--- config.mk ---
export PLATFORM = sky130hd
export DESIGN_NAME = latch_irq_ctrl
export DESIGN_NICKNAME = d
export VERILOG_FILES = /design/src/rtl/irq_ctrl_pkg.sv /design/src/rtl/irq_mask_reg.sv /design/src/rtl/irq_status_latch.sv /design/src/rtl/irq_req_gen.sv /design/src/rtl/latch_irq_ctrl.sv
export SDC_FILE = /design/constraint.sdc
export NUM_CORES = 1
export LEC_CHECK = 0
export BUFFER_PORTS_ARGS = -buffer_cell sky130_fd_sc_hd__clkbuf_2
export CORE_MARGIN = 5
export CORE_UTILIZATION = 45
export DETAILED_ROUTE_END_ITERATION = 10
export GPL_TIMING_DRIVEN = 0
export MAX_ROUTING_LAYER = met4
export PLACE_DENSITY = 0.86
export SYNTH_ARGS = -nofsm -noshare
export SYNTH_HDL_FRONTEND = slang
export SYNTH_SLANG_ARGS = --single-unit
export TNS_END_PERCENT = 1
--- constraint.sdc ---
create_clock -name clk -period 1.26 [get_ports clk]
set_input_delay 0.252 -clock clk [delete_from_list [all_inputs] [get_ports clk]]
set_output_delay 0.252 -clock clk [all_outputs]
set_load 0.02 [all_outputs]
--- src/rtl/irq_ctrl_pkg.sv ---
`timescale 1ns/1ps
package irq_ctrl_pkg;
    // Register select encoding shared by the read and write sides
    typedef enum logic {
        SEL_MASK   = 1'b0,
        SEL_STATUS = 1'b1
    } reg_sel_e;
endpackage

--- src/rtl/irq_mask_reg.sv ---
`timescale 1ns/1ps
module irq_mask_reg #(
    parameter int NUM_LINES = 32
) (
    input  logic                 clk,
    input  logic                 rst_n,
    input  logic                 load,
    input  logic [NUM_LINES-1:0] load_data,
    output logic [NUM_LINES-1:0] mask_q
);
    typedef struct packed {
        logic [NUM_LINES-1:0] mask;
    } mask_state_t;

    mask_state_t st_d, st_q;

    always_comb begin
        st_d = st_q;
        if (load) begin
            st_d.mask = load_data;
        end
    end

    always_ff @(posedge clk or negedge rst_n) begin
        if (!rst_n) begin
            st_q <= '0;
        end else begin
            st_q <= st_d;
        end
    end

    assign mask_q = st_q.mask;
endmodule

--- src/rtl/irq_status_latch.sv ---
`timescale 1ns/1ps
module irq_status_latch #(
    parameter int NUM_LINES    = 32,
    parameter bit CLEAR_ON_ONE = 1'b1
) (
    input  logic                 clk,
    input  logic                 rst_n,
    input  logic [NUM_LINES-1:0] irq_lines,
    input  logic                 ack_wr,
    input  logic [NUM_LINES-1:0] ack_data,
    output logic [NUM_LINES-1:0] status_q
);
    typedef struct packed {
        logic [NUM_LINES-1:0] pend;
    } latch_state_t;

    latch_state_t         st_d, st_q;
    logic [NUM_LINES-1:0] clr_hit;

    // Acknowledge polarity picked at build time
    generate
        if (CLEAR_ON_ONE) begin : g_clr_one
            assign clr_hit = ack_wr ? ack_data : '0;
        end else begin : g_clr_zero
            assign clr_hit = ack_wr ? ~ack_data : '0;
        end
    endgenerate

    always_comb begin
        st_d = st_q;
        for (int i = 0; i < NUM_LINES; i++) begin
            // a live line outranks an acknowledge of the same bit
            st_d.pend[i] = irq_lines[i] | (st_q.pend[i] & ~clr_hit[i]);
        end
    end

    always_ff @(posedge clk or negedge rst_n) begin
        if (!rst_n) begin
            st_q <= '0;
        end else begin
            st_q <= st_d;
        end
    end

    assign status_q = st_q.pend;
endmodule

--- src/rtl/irq_req_gen.sv ---
`timescale 1ns/1ps
module irq_req_gen #(
    parameter int NUM_LINES = 32
) (
    input  logic                 clk,
    input  logic                 rst_n,
    input  logic [NUM_LINES-1:0] status,
    input  logic [NUM_LINES-1:0] mask,
    input  logic                 glob_en,
    output logic                 req_q
);
    typedef struct packed {
        logic req;
    } req_state_t;

    req_state_t st_d, st_q;

    always_comb begin
        st_d     = st_q;
        st_d.req = glob_en & (|(status & mask));
    end

    always_ff @(posedge clk or negedge rst_n) begin
        if (!rst_n) begin
            st_q <= '0;
        end else begin
            st_q <= st_d;
        end
    end

    assign req_q = st_q.req;
endmodule

--- src/rtl/latch_irq_ctrl.sv ---
`timescale 1ns/1ps
module latch_irq_ctrl
    import irq_ctrl_pkg::*;
#(
    parameter int NUM_LINES    = 32,
    parameter bit CLEAR_ON_ONE = 1'b1
) (
    input  logic                 clk,
    input  logic                 rst_n,
    input  logic [NUM_LINES-1:0] irq_lines,
    input  logic                 glob_irq_en,
    input  logic                 reg_wr_en,
    input  logic                 reg_wr_sel,
    input  logic [NUM_LINES-1:0] reg_wr_data,
    input  logic                 reg_rd_sel,
    output logic [NUM_LINES-1:0] reg_rd_data,
    output logic                 core_irq
);
    logic [NUM_LINES-1:0] mask_q;
    logic [NUM_LINES-1:0] status_q;
    logic                 mask_wr;
    logic                 stat_wr;

    assign mask_wr = reg_wr_en && (reg_sel_e'(reg_wr_sel) == SEL_MASK);
    assign stat_wr = reg_wr_en && (reg_sel_e'(reg_wr_sel) == SEL_STATUS);

    irq_mask_reg #(.NUM_LINES(NUM_LINES)) u_mask (
        .clk       (clk),
        .rst_n     (rst_n),
        .load      (mask_wr),
        .load_data (reg_wr_data),
        .mask_q    (mask_q)
    );

    irq_status_latch #(.NUM_LINES(NUM_LINES), .CLEAR_ON_ONE(CLEAR_ON_ONE)) u_stat (
        .clk       (clk),
        .rst_n     (rst_n),
        .irq_lines (irq_lines),
        .ack_wr    (stat_wr),
        .ack_data  (reg_wr_data),
        .status_q  (status_q)
    );

    irq_req_gen #(.NUM_LINES(NUM_LINES)) u_req (
        .clk     (clk),
        .rst_n   (rst_n),
        .status  (status_q),
        .mask    (mask_q),
        .glob_en (glob_irq_en),
        .req_q   (core_irq)
    );

    assign reg_rd_data = (reg_sel_e'(reg_rd_sel) == SEL_STATUS) ? status_q : mask_q;
endmodule


* Word-level counts from Yosys, hierarchy flattened
Index checks and enable logic that the tools add are counted.
Cells by class: reduce and logical (&&, ||, !) cells 3, bitwise operators 99, muxes and demuxes 2
Operators by type and width (count):
- $mux W32 | 2
- $and A1 B1 Y1 | 33
- $not A1 Y1 | 33
- $and A32 B32 Y32 | 1
- $or A1 B1 Y1 | 32
- $reduce_or A32 Y1 | 1
- $logic_and A1 B1 Y1 | 2
Storage, ports and cells: output and inout port bits 33, bits of input ports 70, bits in registers 65, word-level logic and storage cells 107

* Longest topological paths before layout
Gate-level depths: netlist of the first run.
depth in word-level cells 5, gate-level depth with buffers 5, gate-level depth less buffers 3

* By module
From an unflattened synthesis of the first run, not the netlist that was laid out.
Second synthesis, totals: cell total of the unflattened synthesis 227, area, all modules 3283.1 um^2
Modules (own cells, without submodules):
- irq_mask_reg | cells an instance 68, area each 1345.0 um^2, instances 1, sequential area each 800.8 um^2
- irq_status_latch | cells an instance 99, area each 1194.9 um^2, instances 1, sequential area each 800.8 um^2
- latch_irq_ctrl | cells an instance 38, area each 556.8 um^2, instances 1, sequential area each 0.0 um^2
- irq_req_gen | cells an instance 22, area each 186.4 um^2, instances 1, sequential area each 25.0 um^2

* Least setup slack after synthesis of the first run
Ideal clock, no wire load.
path kind input port to output port, start input reg_rd_sel, end output reg_rd_data[0], arrival time 1027 ps, data required time 1008 ps, path slack -19 ps, stages 3, path buffers 2, path through clkbuf_1 -> buf_4 -> mux2_1
Between the ends: word-level cells in the longest chain between the ends 1
Ends and longest elaborated chain:
- from (decl) | RTL line latch_irq_ctrl.sv:15 | input logic reg_rd_sel,
- $mux W32 | RTL line latch_irq_ctrl.sv:53 | assign reg_rd_data = (reg_sel_e'(reg_rd_sel) == SEL_STATUS) ? status_q : mask_q;
- to (decl) | RTL line latch_irq_ctrl.sv:16 | output logic [NUM_LINES-1:0] reg_rd_data,
Every way passes these cells.

* Worst setup path in the final report of the first run
start register u_stat.st_q (netlist bit u_stat.status_q[22]), end output reg_rd_data[22]
Between the ends: word-level cells in the longest chain between the ends 1
Ends and longest elaborated chain:
- from (decl) | RTL line irq_status_latch.sv:17 | latch_state_t st_d, st_q;
- from (signal assigned) | RTL line irq_status_latch.sv:41 | st_q <= st_d;
- $mux W32 | RTL line latch_irq_ctrl.sv:53
Every way passes these cells.

==> summary.md, run 1 <==
| Metric | Value |
|---|---|
| Outcome | finished, violations left |
| Failing checks | negative setup slack |
| Antenna Violating Nets Remaining | 0 |
| DRT Wirelength | a little over 8000 um |
| TritonCTS Sinks | 65 |
| Die W | 92.8 um |
| Setup TNS | -4.76 ns |
| Critical Path RT | about 1 ns |
| Count of cell types in the netlist | 16 |
| Final instance area | between 4000 and 5000 um^2 |
| Post-layout min period | roughly 1.4 ns |
| Crit path arrival time | ~1.2 ns |
| Fin Hold WS | between 0.05 and 0.06 ns |
| I/O pin total | roughly 100 |
| Sequential area share after synthesis | between 50 and 60% |
| Hold-fix buffers, CTS | 0 |
| Final cell count without fillers | 457 |
| Synth top area cells | dfrtp_1 53%, mux2_4 15%, mux2_2 12%, a21o_1 7.8%, nand2_1 3.9% |
| Seq pwr share | about 43% |
| Crit Reg-Reg Startpoint | u_stat.status_q[26] |
| R2R depth | 4 |
| M1 GR Usage | between 20% and 30% |
| Peak supply drop | about 0.84 mV |
| Clk pin slew, worst setup/hold paths | around 0.070 ns |
| FF-to-FF setup slack | -0.12 ns |
| GR Layer Usage met2 | between 30 and 40% |
| Yosys reg bits | 65 |
| Vias per cell | 5.20 |
| DR WL/cell | between 15 and 20 um |
| RD Place Congestion | approximately 0.8 |
| Placed instance area | ~3700 um^2 |
| Synth warnings | 0 |
| Congestion Overflow GR | 0 |
| Most Crowded Layer GR | met2 |
| RSZ-0062 raised after global routing | true |
| Post-Synth XOR/XNOR Area | 0% |
| Largest family of logic cells by synthesized area | multiplexers |
| Starting Density | 45.9% |
| P_leak | ~2 nW |
| Die height | 92.8 um |
| Initial antenna violation count | 0 |
| Relative slew slack | around two fifths |
| DP Wirelength | 5660 um |
| Mapped cell area | between 3000 and 4000 um^2 |
| Vias after detailed routing | around 2400 |
| Placed insts | just over 400 |
| Part of the power in combinational logic | between 20% and 30% |
| WS Path Type | flop to output pin |
| Sw frac | between 20% and 30% |
| Ant diodes | 0 |
| CTS buffer count | 9 |
| Pin count of the biggest net entering global routing | 66 |
| Avg Cell Area, Syn | 13.5 um^2 |
| IO Port Bufs | just over 100 |
| Post-synthesis instance total | between 200 and 250 |
| Initial drt markers | 72 |
| CP endpoint kind | output pin |
| Row count | 30 |
| Worst-margin pin slew | around 0.87 ns |
| TritonCTS clock tree | done |
| CP Cell Sequence | mux2_2 > clkbuf_2 |
| Clock root cell | clkbuf_8 |
| Share of the synthesized area in the top cell type | 52.7% |
| Multiplexer share of the synthesized area | 27.0% |
| First-pass DRT Iterations | 4 |
| Hold crit path type | input port to async pin |
| Startpoint types | flop |
| Final hold vios | 0 |
| Final period utilization | 114% |
| Core area | around 6700 um^2 |
| Max Clock Skew | a little under 0.006 ns |
| Area growth syn-to-layout | 39.2% |
| Part of the power in the clock network | about a third |
| Cell count along the critical path | 2 |
| Wire length of the first global-routing pass | around 13000 um |
| Synth Area in Adders | 0% |
| Syn nets | just under 300 |
| Fmax | 698 MHz |
| Internal Power | 4.16 mW |
| Worst R2R End | u_req.req_q |
| CP max-delay cell | dfrtp_1 |
| Total track usage | between 10% and 20% |
| Layout cells sized above 1 | between 50% and 60% |
| Clk buf depth | 2 |
| Max-Cap Viols | 0 |
| Vias in the first global route | ~2600 |
| Nets | between 400 and 500 |
| Drt drc | 0 |
| Final Worst Setup Slack | -0.173 ns |
| Die outline area | around 8600 um^2 |
| Switch Pwr | ~1.5 mW |
| Tot Pwr | between 5 and 6 mW |
| Synth Area in Compound Gates | approximately an eighth |
| Post-synthesis simple-gate area fraction | approximately 5.1% |
| Pwr per Cell Area | 1330 nW/um^2 |
| CP max stage delay | between 0.4 and 0.5 ns |
| Largest area contributor in the netlist | dfrtp_1 |
| Clk Latency, worst-skew pair | approximately 0.33 ns |
| Setup violations, final | 33 |
| Buf/Inv on CP | 1 |
| Worst-path fanout max | 3 |
| Cell family with most CP delay | flip-flops |
| Final Max Tran Viols | 0 |
| Met3 global-route usage | 4.63% |
| CTS HTree Levels | 3 |
[cells in the final DEF (no fill, tap or decap), drive strengths merged, types with 4 or more instances in the layout]
cell	instances
clkbuf	90
buf	69
dfrtp	65
mux2	64
nand2	32
a21o	32
a22oi	16
nand4	4
[registers in the layout, summed over array words and instances, names as in the netlist]
name and cells:
u_stat.status_q 32, u_mask.mask_q 32, u_req.req_q 1
[cell usage after synthesis]
library cell  number
nor2b_1            1
nand2_1           32
dfrtp_1           65
and2_1             1
mux2_4            30
mux2_2            32
o41a_1             1
a22oi_1           15
mux2_1             2
a22oi_2            1
clkbuf_1           1
buf_6              4
nand4_1            4
buf_2              4
buf_4              3
a21o_1            32
[kinds of logic after synthesis]
kind of cell | count (synthesis)
simple gates | 38
mux | 64
flops | 65
compound gates | 49
buf+inv | 12
[layer usage]
metal,wire (um),up-vias
met4,95,0
li1,-,1117
met3,383,10
met5,0,-
met2,4190,76
met1,3640,1175
[how the worst max path moves through the flow]
stage	startpoint	to	slack [ns]
CTS	u_stat.status_q[6]	reg_rd_data[6]	-0.18
global route	u_stat.status_q[26]	reg_rd_data[26]	-0.22
global placement	rst_n	u_stat.status_q[1]	-0.46
floorplan	reg_rd_sel	reg_rd_data[1]	-0.02
finish	u_stat.status_q[22]	reg_rd_data[22]	-0.17
detailed placement	reg_rd_sel	reg_rd_data[26]	-0.30
[metrics by stage]
step	utilization, %	worst slack, ns
finish	63.9	-0.173
global route	63.9	-0.215
CTS	59.6	-0.180
detailed placement	55.0	-0.298
global placement	54.9	-0.462
floorplan	-	-0.0184
[worst register-to-register path, cell delays in order, from the launching register on]
cell     delay [ns]
dfrtp_1        0.39
buf_4          0.14
a22oi_1        0.20
nand4_1        0.15
o41a_1         0.39
[layout make-up]
class / instances / area, um^2
buffer: 12 / 118
clock buffer: 14 / 173
clock inverter: 2 / 35.0
fill: 531 / 2420
multi-input combinational: 151 / 1410
sequential: 65 / 1630
tap: 80 / 100
timing repair buffer: 133 / 836
[power groups by stage]
stage / Sequential [mW] / Clock [mW] / Combinational, mW
final: 2.46 / 1.86 / 1.38
after global routing: 2.48 / 1.97 / 1.47
after CTS: 2.46 / 1.90 / 1.20
after detailed placement: 2.50 / 0 / 1.12
after global placement: 2.49 / 0 / 1.10
after floorplan: 2.45 / 0 / 0.746
[what timing repair did]
action | CTS | global route
endpoints found under the setup margin | 33 | 33
buffers inserted | 8 | 24
resized for setup | 11 | 61
No activity file was read; power rests on OpenSTA's default activity.
==> run 2: changes to the inputs <==
--- a/config.mk
+++ b/config.mk
@@ -12,6 +12,7 @@
 export GPL_TIMING_DRIVEN = 0
 export MAX_ROUTING_LAYER = met4
 export PLACE_DENSITY = 0.86
+export RECOVER_POWER = 100
 export SYNTH_ARGS = -nofsm -noshare
 export SYNTH_HDL_FRONTEND = slang
 export SYNTH_SLANG_ARGS = --single-unit
==> summary.md, run 2 (synthesis gave the netlist of run 1 again) <==
| Metric | Value |
|---|---|
| Wire length of the first global-routing pass | about 13000 um |
| Vias per cell | ~5.2 |
| I/O pin total | 103 |
| Final hold vios | 0 |
| Initial drt markers | 50 |
| TritonCTS clock tree | done |
| FILL cells | 554 |
| Final Max Tran Viols | 0 |
| Clk buf depth | 2 |
| Congestion Overflow GR | 0 |
| Vias in the first global route | about 2600 |
| Setup violations, final | 40 |
| Row count | 30 |
| DP Wirelength | 5660 um |
| Commonest non-fill, non-tap cell in the layout | clkbuf_2 |
| WS Path Type | flop to output pin |
| Most frequent cells in the layout | 77 x clkbuf_2, 65 x dfrtp_1, 32 x nand2_1, 32 x a21o_1, 31 x buf_4 |
| RSZ-0062 raised after global routing | true |
| Critical Path RT | 1.01 ns |
| Placed insts | 409 |
| Core area | about 6700 um^2 |
| Outcome | finished, violations left |
| Max-Cap Viols | 0 |
| Vias after detailed routing | 2389 |
| Failing checks | negative setup slack |
| CTS buffer count | 9 |
| Worst-margin pin slew | approximately 0.88 ns |
| Die outline area | roughly 8600 um^2 |
| Initial antenna violation count | 0 |
| Post-layout min period | ~1.4 ns |
| DRT Wirelength | about 8300 um |
| Final instance area | approximately 4200 um^2 |
| Drt drc | 0 |
| Ant diodes | 0 |
| Finished Core Util | 62.8% |
| Relative slew slack | between 40% and 50% |
| Final Worst Setup Slack | -0.168 ns |
| Peak supply drop | 0.834 mV |
| Worst-path fanout max | 3 |
| DR WL/cell | 18.1 um |
| Hold-fix buffers, CTS | 0 |
| IO Port Bufs | around 100 |
| Pin count of the biggest net entering global routing | between 60 and 70 |
| Clk Latency, worst-skew pair | 0.33 ns |
| Register area | ~1600 um^2 |
| Layout cells sized above 1 | about 55% |
| RD Place Congestion | just under 0.8 |
| Area occupied by multi-input gates | around 1400 um^2 |
| Clk pin slew, worst setup/hold paths | around 0.070 ns |
| Crit path arrival time | 1.18 ns |
| Max Clock Skew | roughly 0.0059 ns |
| Area growth syn-to-layout | 36.7% |
| CP endpoint kind | output pin |
| Die height | 92.8 um |
| Startpoint types | flop |
| Total track usage | around a fifth |
| Nets | ~440 |
| First-pass DRT Iterations | 4 |
| Fmax | around 700 MHz |
| Hold crit path type | input port to async pin |
| Clock root cell | clkbuf_8 |
| TritonCTS Sinks | between 60 and 70 |
| CTS HTree Levels | 3 |
| Placed instance area | ~3700 um^2 |
| Starting Density | a little under half |
| Final period utilization | 113% |
| Pwr per Cell Area | about 1300 nW/um^2 |
| Die W | between 90 and 100 um |
| Antenna Violating Nets Remaining | 0 |
| Post-Place Setup Slack | -0.298 ns |
| Final cell count without fillers | roughly 460 |
| Tot Pwr | ~5.6 mW |
| P_leak | 1.95 nW |
-- run 2: stage by stage --
step                setup TNS [ns]  hold slack, ns
floorplan                  -0.0184         -0.0436
global placement            -38.82           0.430
detailed placement           -9.31           0.434
CTS                          -5.47          0.0764
global route                 -7.20          0.0749
finish                       -4.77          0.0556
-- run 2: per-layer routing --
metal  vias to the layer above  share of wire, %  global-route usage (%)
met5                         -                 0                       -
met1                      1187                44                    25.0
li1                       1120                 -                       -
met4                         0               1.2                    4.76
met2                        72                50                    32.5
met3                        10               4.0                    4.63
-- run 2: final cells by class --
cell class	instances	area share, %
Buffer	12	2.14
Clock inverter	2	0.831
Sequential cell	65	38.6
Multi-Input combinational cell	151	32.2
Clock buffer	14	4.09
Tap cell	80	2.37
Timing Repair Buffer	133	19.8
-- run 2: power by group --
| part | switching, mW | internal (mW) | total (mW) | leakage [nW] |
|---|---|---|---|---|
| Sequential | 0.160 | 2.29 | 2.45 | 0.690 |
| Clock | 0.782 | 1.08 | 1.86 | 0.107 |
| Combinational | 0.586 | 0.730 | 1.32 | 1.15 |
-- run 2: path summary, 6_finish.rpt --
kind / startpoint / endpoint / slack [ns] / cells past startpoint
max: u_stat.status_q[22] / reg_rd_data[22] / -0.17 / 2
min: rst_n / u_mask.mask_q[15] / 0.06 / 1
max reg2reg: u_stat.status_q[26] / u_req.req_q / -0.12 / 4
min reg2reg: u_stat.status_q[14] / u_stat.status_q[14] / 0.51 / 1
max in group asynchronous: rst_n / u_stat.status_q[26] / 0.64 / 1
min in group clk: irq_lines[4] / u_stat.status_q[4] / 0.09 / 2
-- run 2: critical path, stage by stage, from the launching register on --
cell      delay, ns
dfrtp_1        0.41
mux2_2         0.28
clkbuf_2       0.16
-- run 2: timing repair --
action,CTS,global route
endpoints found under the setup margin,33,33
cloned,0,0
hold endpoints to repair,0,0
buffers inserted,8,24
gates resized for setup,11,61
==> run 3: changes to the inputs <==
--- a/config.mk
+++ b/config.mk
@@ -7,11 +7,12 @@
 export LEC_CHECK = 0
 export BUFFER_PORTS_ARGS = -buffer_cell sky130_fd_sc_hd__clkbuf_2
 export CORE_MARGIN = 5
-export CORE_UTILIZATION = 45
+export CORE_UTILIZATION = 47
+export CTS_BUF_LIST = sky130_fd_sc_hd__clkbuf_4 sky130_fd_sc_hd__clkbuf_8
 export DETAILED_ROUTE_END_ITERATION = 10
 export GPL_TIMING_DRIVEN = 0
 export MAX_ROUTING_LAYER = met4
-export PLACE_DENSITY = 0.86
+export PLACE_DENSITY = 0.89
 export RECOVER_POWER = 100
 export SYNTH_ARGS = -nofsm -noshare
 export SYNTH_HDL_FRONTEND = slang
==> summary.md, run 3 (synthesis gave the netlist of run 1 again) <==
| Metric | Value |
|---|---|
| Fin Hold WS | between 0.05 and 0.06 ns |
| DR WL/cell | 18.1 um |
| Relative slew slack | 40.3% |
| Final period utilization | 113% |
| Post-layout min period | 1.42 ns |
| Clk buf depth | 2 |
| Most frequent cells in the layout | 79 x clkbuf_2, 65 x dfrtp_1, 39 x mux2_4, 39 x buf_4 |
| DP Wirelength | around 5600 um |
| TritonCTS Sinks | 65 |
| Crit Reg-Reg Startpoint | u_mask.mask_q[6] |
| Row count | 29 |
| Pwr per Cell Area | 1320 nW/um^2 |
| Final hold vios | 0 |
| WS Path Type | flop to output pin |
| R2R depth | 4 |
| Vias after detailed routing | roughly 2400 |
| Area growth syn-to-layout | 39.0% |
| First-pass DRT Iterations | 4 |
| Crit path arrival time | about 1.2 ns |
| Placed instance area | 3690 um^2 |
| Pin count of the biggest net entering global routing | 66 |
| Hold crit path type | input port to async pin |
| Worst R2R End | u_req.req_q |
| Placed insts | between 400 and 500 |
| Max layer used | met4 |
| RSZ-0062 raised after global routing | true |
| IO Port Bufs | 101 |
| Die W | about 90 um |
| Wire length of the first global-routing pass | between 10000 and 15000 um |
| Max-Cap Viols | 0 |
| P_leak | 2.02 nW |
| I/O pin total | roughly 100 |
| Nets | around 450 |
| Congestion Overflow GR | 0 |
| DRT Wirelength | around 8300 um |
| Clk Latency, worst-skew pair | between 0.3 and 0.4 ns |
| Outcome | finished, violations left |
| Met3 routed WL | roughly 410 um |
| Startpoint types | flop |
| Initial antenna violation count | 0 |
| Worst-margin pin slew | ~0.9 ns |
| FF-to-FF setup slack | -0.15 ns |
| FILL cells | around 500 |
| Max Clock Skew | 0.00754 ns |
| Ant diodes | 0 |
| Clock root cell | clkbuf_8 |
| Failing checks | negative setup slack |
| Total track usage | 19.5% |
| CTS buffer count | 9 |
| TritonCTS clock tree | done |
| Antenna Violating Nets Remaining | 0 |
| Initial drt markers | 47 |
| Die height | slightly above 90 um |
| Final Max Tran Viols | 0 |
| Starting Density | between 40% and 50% |
| Metal-1 WL | 3570 um |
| Commonest non-fill, non-tap cell in the layout | clkbuf_2 |
| Setup violations, final | 34 |
| Final Worst Setup Slack | -0.158 ns |
| Final cell count without fillers | ~460 |
| Worst-path fanout max | 3 |
| Fmax | 705 MHz |
| Layout cells sized above 1 | approximately three fifths |
| Vias per cell | roughly 5.2 |
| Drt drc | 0 |
| Clk pin slew, worst setup/hold paths | around 0.07 ns |
| CP endpoint kind | output pin |
| Met2 wire length | ~4200 um |
| Die outline area | 8290 um^2 |
| CTS HTree Levels | 3 |
| Peak supply drop | just over 0.8 mV |
| Vias in the first global route | 2447 |
| RD Place Congestion | between 0.7 and 0.8 |
| Register area | 1630 um^2 |
| Final instance area | 4290 um^2 |
| Area occupied by multi-input gates | 1420 um^2 |
| Core area | roughly 6400 um^2 |
| Critical Path RT | between 1 and 1.5 ns |
==> run 3: cell types whose count changed in the layout (fill, tap and decap cells not counted), sizes merged <==
cell and delta:
buf +2, clkinv +1, clkbuf +1
==> run 3: worst max-delay path by stage <==
stage | from | to | slack [ns] | depth (start not counted)
after global routing | u_mask.mask_q[4] | reg_rd_data[4] | -0.20 | 2
final | u_stat.status_q[13] | reg_rd_data[13] | -0.16 | 2
after CTS | u_stat.status_q[24] | reg_rd_data[24] | -0.18 | 2
after global placement | rst_n | u_stat.status_q[25] | -0.45 | 1
after detailed placement | reg_rd_sel | reg_rd_data[19] | -0.25 | 4
after floorplan | reg_rd_sel | reg_rd_data[1] | -0.02 | 3
==> run 3: timing repair <==
item                                    in CTS  in global routing
pin swaps                                    3                  1
endpoints found under the setup margin      33                 33
setup buffers                                3                 33
hold buffers                                 0                  0
gates resized for setup                      6                 62
==> run 3: routing by layer <==
| layer | global-route usage (%) | up-vias |
|---|---|---|
| met2 | 31.2 | 68 |
| met3 | 3.88 | 9 |
| li1 | - | 1122 |
| met5 | - | - |
| met4 | 5.87 | 0 |
| met1 | 25.1 | 1170 |
==> run 3: power breakdown <==
part	internal, mW	switching, mW	leakage [nW]
Combinational	0.816	0.600	1.22
Sequential	2.29	0.163	0.690
Clock	1.03	0.766	0.108
Total	4.14	1.53	2.02
==> run 3: critical path, cell delays in order, from the launching register on <==
cell	delay [ns]
dfrtp_1	0.39
mux2_2	0.28
buf_2	0.16
==> run 3: final cells by class <==
type,instances,share of cell area [%]
flip-flops and latches,65,37.9
repair buffers,137,20.2
plain buffers,12,1.90
well taps,77,2.25
clock buffers,13,3.74
multi-input cells,151,33.0
clock inverters,3,0.934
==> run 3: through the flow <==
step | setup WS, ns | total power [mW] | TNS (ns) | util [%]
floorplan | -0.0184 | 3.19 | -0.0184 | -
global placement | -0.453 | 3.59 | -38.08 | 57.7
detailed placement | -0.255 | 3.62 | -8.96 | 57.8
CTS | -0.177 | 5.45 | -5.30 | 61.6
global route | -0.204 | 5.93 | -6.72 | 67.1
finish | -0.158 | 5.67 | -4.62 | 67.1
